==> src/rtl/irq_entry_seq.sv <==
`timescale 1ns/100ps
module irq_entry_seq #(
  parameter int DW = 8,
  parameter logic [7:0] VEC_PAGE = 8'hFF,
  parameter logic [7:0] VOFS_RESET = 8'hFE,
  parameter logic [7:0] VOFS_NMI = 8'hFC,
  parameter logic [7:0] VOFS_IRQ = 8'hF8,
  parameter logic [7:0] VOFS_FIRQ = 8'hF6,
  parameter int COST_FULL = 21,
  parameter int COST_FAST = 12,
  parameter int COST_RESET = 0,
  parameter int CYW = 5
) (
  input  logic              clk,
  input  logic              rst_n,
  input  logic              boundary,
  input  logic              halt_n,
  input  logic              reset_n,
  input  logic              nmi_n,
  input  logic              firq_n,
  input  logic              irq_n,
  input  logic [DW-1:0]     cc_in,
  input  logic [DW-1:0]     dp_in,
  input  logic [DW-1:0]     a_in,
  input  logic [DW-1:0]     b_in,
  input  logic [2*DW-1:0]   x_in,
  input  logic [2*DW-1:0]   y_in,
  input  logic [2*DW-1:0]   u_in,
  input  logic [2*DW-1:0]   s_in,
  input  logic [2*DW-1:0]   pc_in,
  output logic              wr_en,
  output logic [2*DW-1:0]   wr_addr,
  output logic [DW-1:0]     wr_data,
  output logic              rd_en,
  output logic [2*DW-1:0]   rd_addr,
  input  logic [DW-1:0]     rd_data,
  output logic              fetch,
  output logic              busy,
  output logic              done,
  output logic [2:0]        kind,
  output logic [2*DW-1:0]   pc_out,
  output logic [DW-1:0]     cc_out,
  output logic [DW-1:0]     dp_out,
  output logic [2*DW-1:0]   s_out,
  output logic [CYW-1:0]    cycles,
  output logic              ba,
  output logic              bs
);
  localparam int AW = 2 * DW;
  localparam int NPUSH = 12;
  localparam int IW = $clog2(NPUSH);
  localparam logic [DW-1:0] M_E = DW'(1) << 7;
  localparam logic [DW-1:0] M_F = DW'(1) << 6;
  localparam logic [DW-1:0] M_I = DW'(1) << 4;
  localparam logic [2:0] K_NONE = 3'd0, K_RESET = 3'd1, K_NMI = 3'd2,
                         K_FIRQ = 3'd3, K_IRQ = 3'd4, K_HALT = 3'd5;

  typedef enum logic [1:0] {S_IDLE, S_PUSH, S_V0, S_V1} st_t;
  st_t st;
  logic v2;

  logic nmi_prev, nmi_pend, nmi_req;
  logic [2:0] evt;
  logic accept;
  logic [IW-1:0] idx;
  logic [AW-1:0] s_cur, vec, sv_pc, sv_u, sv_y, sv_x;
  logic [DW-1:0] sv_dp, sv_a, sv_b, sv_cc, cc_new, dp_new, hi;
  logic [CYW-1:0] cost;
  logic [DW-1:0] push_byte;

  assign nmi_req = nmi_pend | (nmi_prev & ~nmi_n);

  always_comb begin
    if (!halt_n)                    evt = K_HALT;
    else if (!reset_n)              evt = K_RESET;
    else if (nmi_req)               evt = K_NMI;
    else if (!firq_n && !(|(cc_in & M_F))) evt = K_FIRQ;
    else if (!irq_n && !(|(cc_in & M_I)))  evt = K_IRQ;
    else                            evt = K_NONE;
  end

  wire idle_bnd = (st == S_IDLE) && !v2 && boundary;
  assign accept = idle_bnd && (evt != K_NONE) && (evt != K_HALT);
  assign fetch  = idle_bnd && (evt == K_NONE);
  assign busy   = (st != S_IDLE) || v2;

  always_comb begin
    case (idx)
      IW'(0):  push_byte = sv_pc[DW-1:0];
      IW'(1):  push_byte = sv_pc[AW-1:DW];
      IW'(2):  push_byte = sv_u[DW-1:0];
      IW'(3):  push_byte = sv_u[AW-1:DW];
      IW'(4):  push_byte = sv_y[DW-1:0];
      IW'(5):  push_byte = sv_y[AW-1:DW];
      IW'(6):  push_byte = sv_x[DW-1:0];
      IW'(7):  push_byte = sv_x[AW-1:DW];
      IW'(8):  push_byte = sv_dp;
      IW'(9):  push_byte = sv_b;
      IW'(10): push_byte = sv_a;
      default: push_byte = sv_cc;
    endcase
  end

  assign wr_en   = (st == S_PUSH);
  assign wr_addr = s_cur;
  assign wr_data = push_byte;
  assign rd_en   = (st == S_V0) || (st == S_V1);
  assign rd_addr = (st == S_V1) ? (vec | AW'(1)) : vec;

  assign ba = (st == S_IDLE) && !v2 && !halt_n;
  assign bs = ba || busy;

  always_ff @(posedge clk or negedge rst_n) begin
    if (!rst_n) begin
      st <= S_IDLE;
      v2 <= 1'b0;
      nmi_prev <= 1'b1;
      nmi_pend <= 1'b0;
      idx <= '0;
      s_cur <= '0; vec <= '0;
      sv_pc <= '0; sv_u <= '0; sv_y <= '0; sv_x <= '0;
      sv_dp <= '0; sv_a <= '0; sv_b <= '0; sv_cc <= '0;
      cc_new <= '0; dp_new <= '0; hi <= '0; cost <= '0;
      done <= 1'b0; kind <= K_NONE;
      pc_out <= '0; cc_out <= '0; dp_out <= '0; s_out <= '0; cycles <= '0;
    end else begin
      nmi_prev <= nmi_n;
      nmi_pend <= (accept && (evt == K_RESET || evt == K_NMI)) ? 1'b0 : nmi_req;
      done <= 1'b0;
      v2 <= 1'b0;
      if (v2) begin
        pc_out <= {hi, rd_data};
        cc_out <= cc_new;
        dp_out <= dp_new;
        s_out  <= s_cur;
        cycles <= cost;
        done   <= 1'b1;
      end
      case (st)
        S_IDLE: if (accept) begin
          kind  <= evt;
          idx   <= '0;
          s_cur <= s_in;
          sv_pc <= pc_in; sv_u <= u_in; sv_y <= y_in; sv_x <= x_in;
          sv_dp <= dp_in; sv_a <= a_in; sv_b <= b_in;
          dp_new <= dp_in;
          case (evt)
            K_RESET: begin
              st <= S_V0; vec <= {VEC_PAGE, VOFS_RESET};
              dp_new <= '0; sv_cc <= cc_in;
              cc_new <= cc_in | M_I | M_F; cost <= CYW'(COST_RESET);
            end
            K_NMI: begin
              st <= S_PUSH; vec <= {VEC_PAGE, VOFS_NMI};
              sv_cc <= cc_in | M_E;
              cc_new <= cc_in | M_E | M_I | M_F; cost <= CYW'(COST_FULL);
            end
            K_FIRQ: begin
              st <= S_PUSH; vec <= {VEC_PAGE, VOFS_FIRQ};
              sv_cc <= cc_in & ~M_E;
              cc_new <= (cc_in & ~M_E) | M_I | M_F; cost <= CYW'(COST_FAST);
            end
            default: begin
              st <= S_PUSH; vec <= {VEC_PAGE, VOFS_IRQ};
              sv_cc <= cc_in | M_E;
              cc_new <= cc_in | M_E | M_I; cost <= CYW'(COST_FULL);
            end
          endcase
        end
        S_PUSH: begin
          s_cur <= s_cur - 1'b1;
          if (idx == IW'(NPUSH - 1))
            st <= S_V0;
          else if (kind == K_FIRQ && idx == IW'(1))
            idx <= IW'(NPUSH - 1);
          else
            idx <= idx + 1'b1;
        end
        S_V0: st <= S_V1;
        S_V1: begin
          hi <= rd_data;
          v2 <= 1'b1;
          st <= S_IDLE;
        end
        default: st <= S_IDLE;
      endcase
    end
  end

  p_stack_desc_r4: assert property (@(posedge clk) disable iff (!rst_n)
    (wr_en && $past(wr_en)) |-> (wr_addr == $past(wr_addr) - 1'b1));

  p_vec_order_r8: assert property (@(posedge clk) disable iff (!rst_n)
    (rd_en && $past(rd_en)) |-> (rd_addr == $past(rd_addr) + 1'b1));

  p_done_pulse_r10: assert property (@(posedge clk) disable iff (!rst_n)
    done |=> !done);

  p_bus_status_r9: assert property (@(posedge clk) disable iff (!rst_n)
    (wr_en || rd_en) |-> (!ba && bs));

  p_fast_masks_r6: assert property (@(posedge clk) disable iff (!rst_n)
    (done && kind == K_FIRQ) |-> (cc_out[6] && cc_out[4] && !cc_out[7]));

  p_irq_masks_r5: assert property (@(posedge clk) disable iff (!rst_n)
    (done && kind == K_IRQ) |-> (cc_out[7] && cc_out[4]));

  p_reset_dp_r3: assert property (@(posedge clk) disable iff (!rst_n)
    (done && kind == K_RESET) |-> (dp_out == '0 && cc_out[6] && cc_out[4]));

  p_no_write_on_fetch_r1: assert property (@(posedge clk) disable iff (!rst_n)
    fetch |=> !wr_en && !rd_en);
endmodule

==> config.mk <==
export PLATFORM = sky130hd
export DESIGN_NAME = irq_entry_seq
export DESIGN_NICKNAME = d
export VERILOG_FILES = /design/src/rtl/irq_entry_seq.sv
export SDC_FILE = /design/constraint.sdc
export NUM_CORES = 1
export LEC_CHECK = 0
export BUFFER_PORTS_ARGS = -buffer_cell sky130_fd_sc_hd__buf_2
export CAP_MARGIN = 10
export CORE_ASPECT_RATIO = 2
export CORE_MARGIN = 3
export CORE_UTILIZATION = 37
export CTS_BUF_LIST = sky130_fd_sc_hd__clkbuf_16
export CTS_CLUSTER_SIZE = 10
export DETAILED_ROUTE_END_ITERATION = 10
export PLACE_DENSITY = 0.64
export SLEW_MARGIN = 20
export SYNTH_ARGS = -nofsm -noshare
export SYNTH_HDL_FRONTEND = slang
export SYNTH_SLANG_ARGS = --single-unit
==> constraint.sdc <==
create_clock -name clk -period 2.8 [get_ports clk]
set_clock_uncertainty 0.1 [all_clocks]
set_input_delay 0.28 -clock clk [delete_from_list [all_inputs] [get_ports clk]]
set_output_delay 0.28 -clock clk [all_outputs]
set_load 0.005 [all_outputs]
* Word level (Yosys, flattened, before mapping)
Index checks and enable logic that the tools add are counted.
Widths: inputs -> output; s select.
** Operators by class
- Multipliers :: 0
- Bitwise gates (word level) :: 3
- Reduce and logical (&&, ||, !) cells :: 30
- Multiplexer cells :: 25
- Order comparisons :: 0
- Shift-type cells :: 0
- Eq/ne operators :: 22
- Div/mod/pow operators :: 0
- Add/sub/neg operators :: 2
** Operator list (number)
- $pmux 8 s11 :: 1
- $pmux 16 s2 :: 1
- $pmux 8 s3 :: 1
- $eq 4x3->1 const B :: 4
- $eq 4x4->1 const B :: 4
- $mux 16 :: 1
- $pmux 8 s2 :: 1
- $sub 16x1->16 const B :: 1
- $mux 3 :: 5
- $mux 4 :: 3
- $pmux 4 s3 :: 1
- $logic_and 1x1->1 :: 10
- $pmux 5 s2 :: 1
- $eq 3x2->1 const B :: 3
- $eq 4x2->1 const B :: 2
- $mux 8 :: 1
- $pmux 2 s4 :: 1
- $pmux 4 s2 :: 1
- $logic_not 1->1 :: 6
- $mux 2 :: 3
- $reduce_and 2->1 :: 3
- $add 4x1->4 const B :: 1
- $eq 2x2->1 const B :: 2
- $eq 4x1->1 const B :: 1
- 16 further kinds :: 24
** Storage, ports and cells
- Logic and storage cells :: 108
- Register bits after elaboration :: 212
- Input port bits :: 128
- Output and inout port bits :: 103
- Memories kept :: 0
- Bits in read-only memories :: 0
- Latch bits :: 0
- Bits in writable memories :: 0

* Longest topological paths before layout
- Depth in word-level cells :: 12
- Mapped depth :: 10

* Least setup slack after synthesis
No wires, ideal clock.
- Kind :: reg-to-reg
- Start :: register st[0]
- End :: register s_cur[10], in the netlist wr_addr[10]
- Data required time :: 2563 ps
- Arrival time :: 1996 ps
- Setup time :: 137 ps
- Slack :: 567 ps
- Stages on the path, launching flop included :: 11
- Path through :: dfrtp_1 -> inv_1 -> ha_1 -> clkbuf_1 -> and4b_1 -> o41ai_4 -> and2_0 -> clkbuf_1 -> buf_2 -> a22oi_1 -> o21ai_0
** Between the ends
- Word-level cells in the longest chain between the ends :: 7
- Elaborated cells on any way between the ends :: 10
- Classes of those cells :: 2 x eq/ne; 1 x mux; 7 x reduce/logical
** Ends and longest elaborated chain
- start: declaration :: RTL line 59 : st_t st;
- start signal: assignment :: RTL line 115 : st <= S_IDLE;
- start signal: assignment :: RTL line 149 : st <= S_V0; vec <= {VEC_PAGE, VOFS_RESET};
- start signal: assignment :: RTL line 154 : st <= S_PUSH; vec <= {VEC_PAGE, VOFS_NMI};
- $logic_not 2->1 :: RTL line 82, 139
- $logic_and 1x1->1 (2 in a row) :: RTL line 82 : wire idle_bnd = (st == S_IDLE) && !v2 && boundary;
- $logic_and 1x1->1 (2 in a row) :: RTL line 83 : assign accept = idle_bnd && (evt != K_NONE) && (evt != K_HALT);
- $ne 2x2->1 (no source line)
- $reduce_and 2->1 (no source line)
- end signal: assignment :: RTL line 143 : s_cur <= s_in;
- end signal: assignment :: RTL line 171 : s_cur <= s_cur - 1'b1;
- end: declaration :: RTL line 66 : logic [AW-1:0] s_cur, vec, sv_pc, sv_u, sv_y, sv_x;
Several ways; a longest one is shown, not always the timed one.
A chain may end at the register's enable or synchronous reset.

* Worst setup path in the final report
- Start :: register idx[1]
- End :: output port wr_data[1]
** Between the ends
- Word-level cells in the longest chain between the ends :: 2
- Elaborated cells on any way between the ends :: 12
- Classes of those cells :: 10 x eq/ne; 1 x mux; 1 x reduce/logical
** Ends and longest elaborated chain
- start: declaration :: RTL line 65 : logic [IW-1:0] idx;
- start signal: assignment :: RTL line 175 : idx <= IW'(NPUSH - 1);
- start signal: assignment :: RTL line 177 : idx <= idx + 1'b1;
- $eq 4x4->1, or another cell as far along :: RTL line 88 : case (idx)
- $pmux 8 s11 (*) :: RTL line 88
- end: declaration :: RTL line 33 : output logic [DW-1:0] wr_data,
Every way passes the cells marked *; elsewhere a longest branch is shown, timed or not.

==> impl_metrics.yaml <==
worst_setup_path:
  worst_ep_required_time_ns: 2.42
  path_cells: "inv_4 -> ha_4 -> buf_4 -> a222oi_1 -> and3_1 -> o32a_1 -> a21oi_1 -> buf_2"
  critical_path_class: "reg -> out"
  timing.critical_path.depth: 8
  arrival_worst_endpoint_ns: 2.39
  reg2regPathDepth: 8
  setup.worst_path.end: "wr_data[1]"
  timing.rr.end: "wr_addr[9]"
  r2r_setup_slack_ns: 0.46
  timing.critical_path.from_type: "register"
  worstSetupStartpoint: "idx[1]"
  critical_path.max_stage_delay_ns: 0.45
  critical-path-top-delay-family: "compound AO/OA/AOI/OAI gates"
  critical-path-slowest-cell: "sky130_fd_sc_hd__dfrtp_2"
  endpoint_kind: "output pin"
  maximum_fanout_count_along_the_critical_path: 5
  total_buffers_and_inverters_traversed_by_the_critical_path: 3
  r2r_start: "st[0]"
detailed_routing:
  wirelength_um: 30700
  antenna_violating_nets_post_route: 0
  via_per_inst: 5.17
  first_iter_violations: 496
  overall_via_count_from_detail_route: 8204
  dr.pass1.iters: 5
  detail_route.wl_per_cell_um: 19.3
  drc_errors: 0
synthesis:
  synth_fp_nets: 1079
  ys.flop_type: "sky130_fd_sc_hd__dfrtp_1"
  ys_seq_area_share_pct: 55.3
  netlist_area_mm2: 0.00909
  synth_enable_flop_cells: 0
  synth-warning-count: 0
  postSynth.asyncResetShare_pct: 100
  postSynthRegisterBits: 201
  synth_cell_types: 59
  postSynthCellCount: 941
  postSynthAreaPerCell_um2: 9.67
global_route:
  grtUsageTotal_pct: 22.9
  globalRoute.busiestLayer: "met2"
  vias_in_the_first_global_route: 8810
  grt_start_max_net_pins: 64
  global_route.usage.met2_pct: 42.8
  grt_first_pass_wirelength_um: 47100
  grt_overflow: 0
  grt_antenna_before_repair: 0
  groute.layer.met1.usage_pct: 23.0
  global_route.usage.met3_pct: 2.65
pwr:
  cellLeakagePower_nw: 6.31
  power_report.internal_total_mw: 8.46
  power.ir.vdd_worst_mv: 0.609
  netSwitchingFraction_pct: 37.1
  post-layout-total-power_mw: 13.5
  p_sw_mw: 4.99
  pwr-share-seq_pct: 39.8
  power_density_mw_per_mm2: 1060
  comb_power_share_pct: 39.8
  clock_power_share_pct: 20.4
final_layout:
  diodes: 0
  instances_no_fill: 1588
  nets: 1429
  final_core_density_pct: 52.9
  layout.area.seq_mm2: 0.00504
  nFillCells: 2190
  layout-drive-gt1-share_pct: 30.9
  area_growth_pct: 39.7
  multiInputGateArea_mm2: 0.00382
timing:
  setup-tns-final_ns: 0
  report.final.setup_viol: 0
  slew_viol_final: 0
  slew-limit-headroom_pct: 52.1
  fmax_mhz: 362
  layout_min_cycle_time_ns: 2.77
  grt_setup_unrepaired: "true"
  whs_ns: 0.0327
  hold_viol: 0
  final_min_period_over_clock_period_pct: 98.8
  tightest_slew_ns: 0.719
clocking:
  cts_num_sinks: 201
  tritoncts_clock_tree: "yes"
  htree_levels: 1
  tritoncts.num_buffers: 24
  clk_path_buf_depth: 3
  clock_latency_ns: 0.52
  clkSlewWorstSetupHoldPaths_ns: 0.06
  cts_root_buf: "sky130_fd_sc_hd__clkbuf_16"
placement:
  gp_congestion: 0.886
  placed_cells: 1419
  portBuffers: 229
  place_hpwl_um: 22000
floorplanning:
  die_w_um: 117
  std_cell_rows: 80
  ioPinCount: 231
  fp.dieArea_mm2: 0.0266
  fp.coreArea_mm2: 0.0240
  start_util_pct: 37.9
  height_of_the_die_um: 228
hold_path:
  hold_path.startpoint: "halt_n"
  hp-class: "in -> reg"
run:
  max_cap_violations: 0
status:
  outcome: "finished clean"
worst reg2reg max path, cell delays in order (launching register included):
cell and delay [ns]:
sky130_fd_sc_hd__dfrtp_1 0.38, sky130_fd_sc_hd__inv_1 0.10, sky130_fd_sc_hd__ha_1 0.23, sky130_fd_sc_hd__buf_4 0.17, sky130_fd_sc_hd__nand2b_1 0.27, sky130_fd_sc_hd__and2_0 0.36
sky130_fd_sc_hd__buf_4 0.25, sky130_fd_sc_hd__o31a_1 0.30, sky130_fd_sc_hd__o21ai_1 0.11
cells in the mapped netlist, drive strengths merged (2+ instances only):
| cell | n | area share, % |
|---|---|---|
| a222oi | 5 | 0.55 |
| nand4 | 5 | 0.34 |
| o21ai | 27 | 1.5 |
| mux2 | 70 | 8.7 |
| a32oi | 5 | 0.48 |
| and2 | 3 | 0.21 |
| or4 | 2 | 0.17 |
| nand2 | 338 | 14 |
| o31a | 3 | 0.29 |
| a21o | 4 | 0.33 |
| nor2b | 8 | 0.55 |
| nor4 | 5 | 0.34 |
| o211ai | 6 | 0.50 |
| or3 | 2 | 0.14 |
| o32ai | 2 | 0.19 |
| dfrtp | 200 | 55 |
| ha | 10 | 1.4 |
| a22o | 5 | 0.48 |
| o41ai | 3 | 0.50 |
| and3 | 4 | 0.28 |
| a211oi | 4 | 0.33 |
| nand3 | 12 | 0.66 |
| a311oi | 3 | 0.29 |
| a31oi | 4 | 0.28 |
| or2 | 2 | 0.14 |
| a21oi | 35 | 1.9 |
| clkbuf | 46 | 1.9 |
| mux2i | 2 | 0.22 |
| o22a | 2 | 0.19 |
| a22oi | 11 | 0.91 |
| buf | 26 | 1.7 |
| inv | 10 | 0.41 |
| nor2 | 36 | 1.5 |
| nand2b | 4 | 0.28 |
| o311ai | 3 | 0.29 |
| o21a | 3 | 0.25 |
| nor3 | 8 | 0.44 |
| a221oi | 8 | 0.84 |
registers in the layout (all words and copies together) (netlist names), 2 cells and up:
register  cells
dp_new        8
sv_x         16
sv_y         16
dp_out        8
sv_pc        16
s_out        16
hi            8
vec           3
sv_a          8
sv_b          8
sv_u         16
cycles        3
cost          3
sv_dp         8
sv_cc         8
kind          3
st            2
cc_new        3
cc_out        8
wr_addr      16
pc_out       16
idx           4
stage by stage:
step / area, um^2 / setup slack [ns]
4_1_cts: 12500 / -0.0324
6_report: 12700 / 0.0344
5_1_grt: 12700 / -0.0674
2_1_floorplan: 9090 / 0.567
3_5_place_dp: 10600 / 0.213
3_3_place_gp: 10600 / 0.270
kinds of logic after synthesis:
group	synth area share, %
AOI/OAI and AO/OA	11.0
adders and majority gates	1.38
buffers and inverters	4.00
DFF	55.3
muxes	8.89
other	0.0412
and+or+nand+nor	19.4
per-layer routing:
layer	wire length, um	part of all wire, %
met2	17000	55
met1	10300	34
met3	1240	4.0
met5	0	0
met4	2170	7.1
power by group through the flow:
stage          sequential (mW)  combinational (mW)  clock [mW]
4_1_cts                   5.34                5.18        2.84
3_5_place_dp              5.36                4.95           0
6_report                  5.35                5.36        2.75
5_1_grt                   5.51                5.92        2.92
2_1_floorplan             5.00                3.07           0
3_3_place_gp              5.34                4.85           0
layout by cell type, fill, tap and decap left out, types with 6 or more instances in the layout:
| master | n |
|---|---|
| sky130_fd_sc_hd__o211ai_1 | 6 |
| sky130_fd_sc_hd__dlygate4sd3_1 | 118 |
| sky130_fd_sc_hd__dfrtp_1 | 196 |
| sky130_fd_sc_hd__inv_1 | 17 |
| sky130_fd_sc_hd__buf_2 | 228 |
| sky130_fd_sc_hd__nor2_1 | 35 |
| sky130_fd_sc_hd__a221oi_2 | 6 |
| sky130_fd_sc_hd__o21ai_0 | 23 |
| sky130_fd_sc_hd__nor2b_1 | 7 |
| sky130_fd_sc_hd__a22oi_1 | 11 |
| sky130_fd_sc_hd__a21oi_1 | 34 |
| sky130_fd_sc_hd__nand2_1 | 338 |
| sky130_fd_sc_hd__nor3_1 | 8 |
| sky130_fd_sc_hd__ha_1 | 6 |
| sky130_fd_sc_hd__nand3_1 | 12 |
| sky130_fd_sc_hd__mux2_2 | 70 |
| sky130_fd_sc_hd__clkbuf_16 | 25 |
| sky130_fd_sc_hd__buf_4 | 40 |
layout make-up:
class,instances,share of cell area (%)
sequential,201,39.6
multi-input combinational,658,30.1
timing repair buffer,396,21.9
clock buffer,25,4.93
tap,287,2.83
clock inverter,11,0.355
inverter,10,0.315
worst min path at each step:
stage / cells past startpoint / endpoint / slack (ns)
floorplan: 0 / cc_new[4] / -0.12
global placement: 1 / wr_addr[8] / 0.19
detailed placement: 1 / wr_addr[8] / 0.20
CTS: 3 / kind[1] / 0.004
global route: 3 / kind[1] / 0.05
finish: 3 / kind[1] / 0.03
timing repair:
| action | 4_1_cts | 5_1_grt |
|---|---|---|
| endpoints found under the hold margin | 191 | 0 |
| buffers inserted | 2 | 13 |
| endpoints found under the setup margin | 8 | 8 |
| resized for setup | 14 | 17 |
| pin swaps | 3 | 9 |
| hold buffers | 118 | 0 |
(Power assumes the default switching activity.)
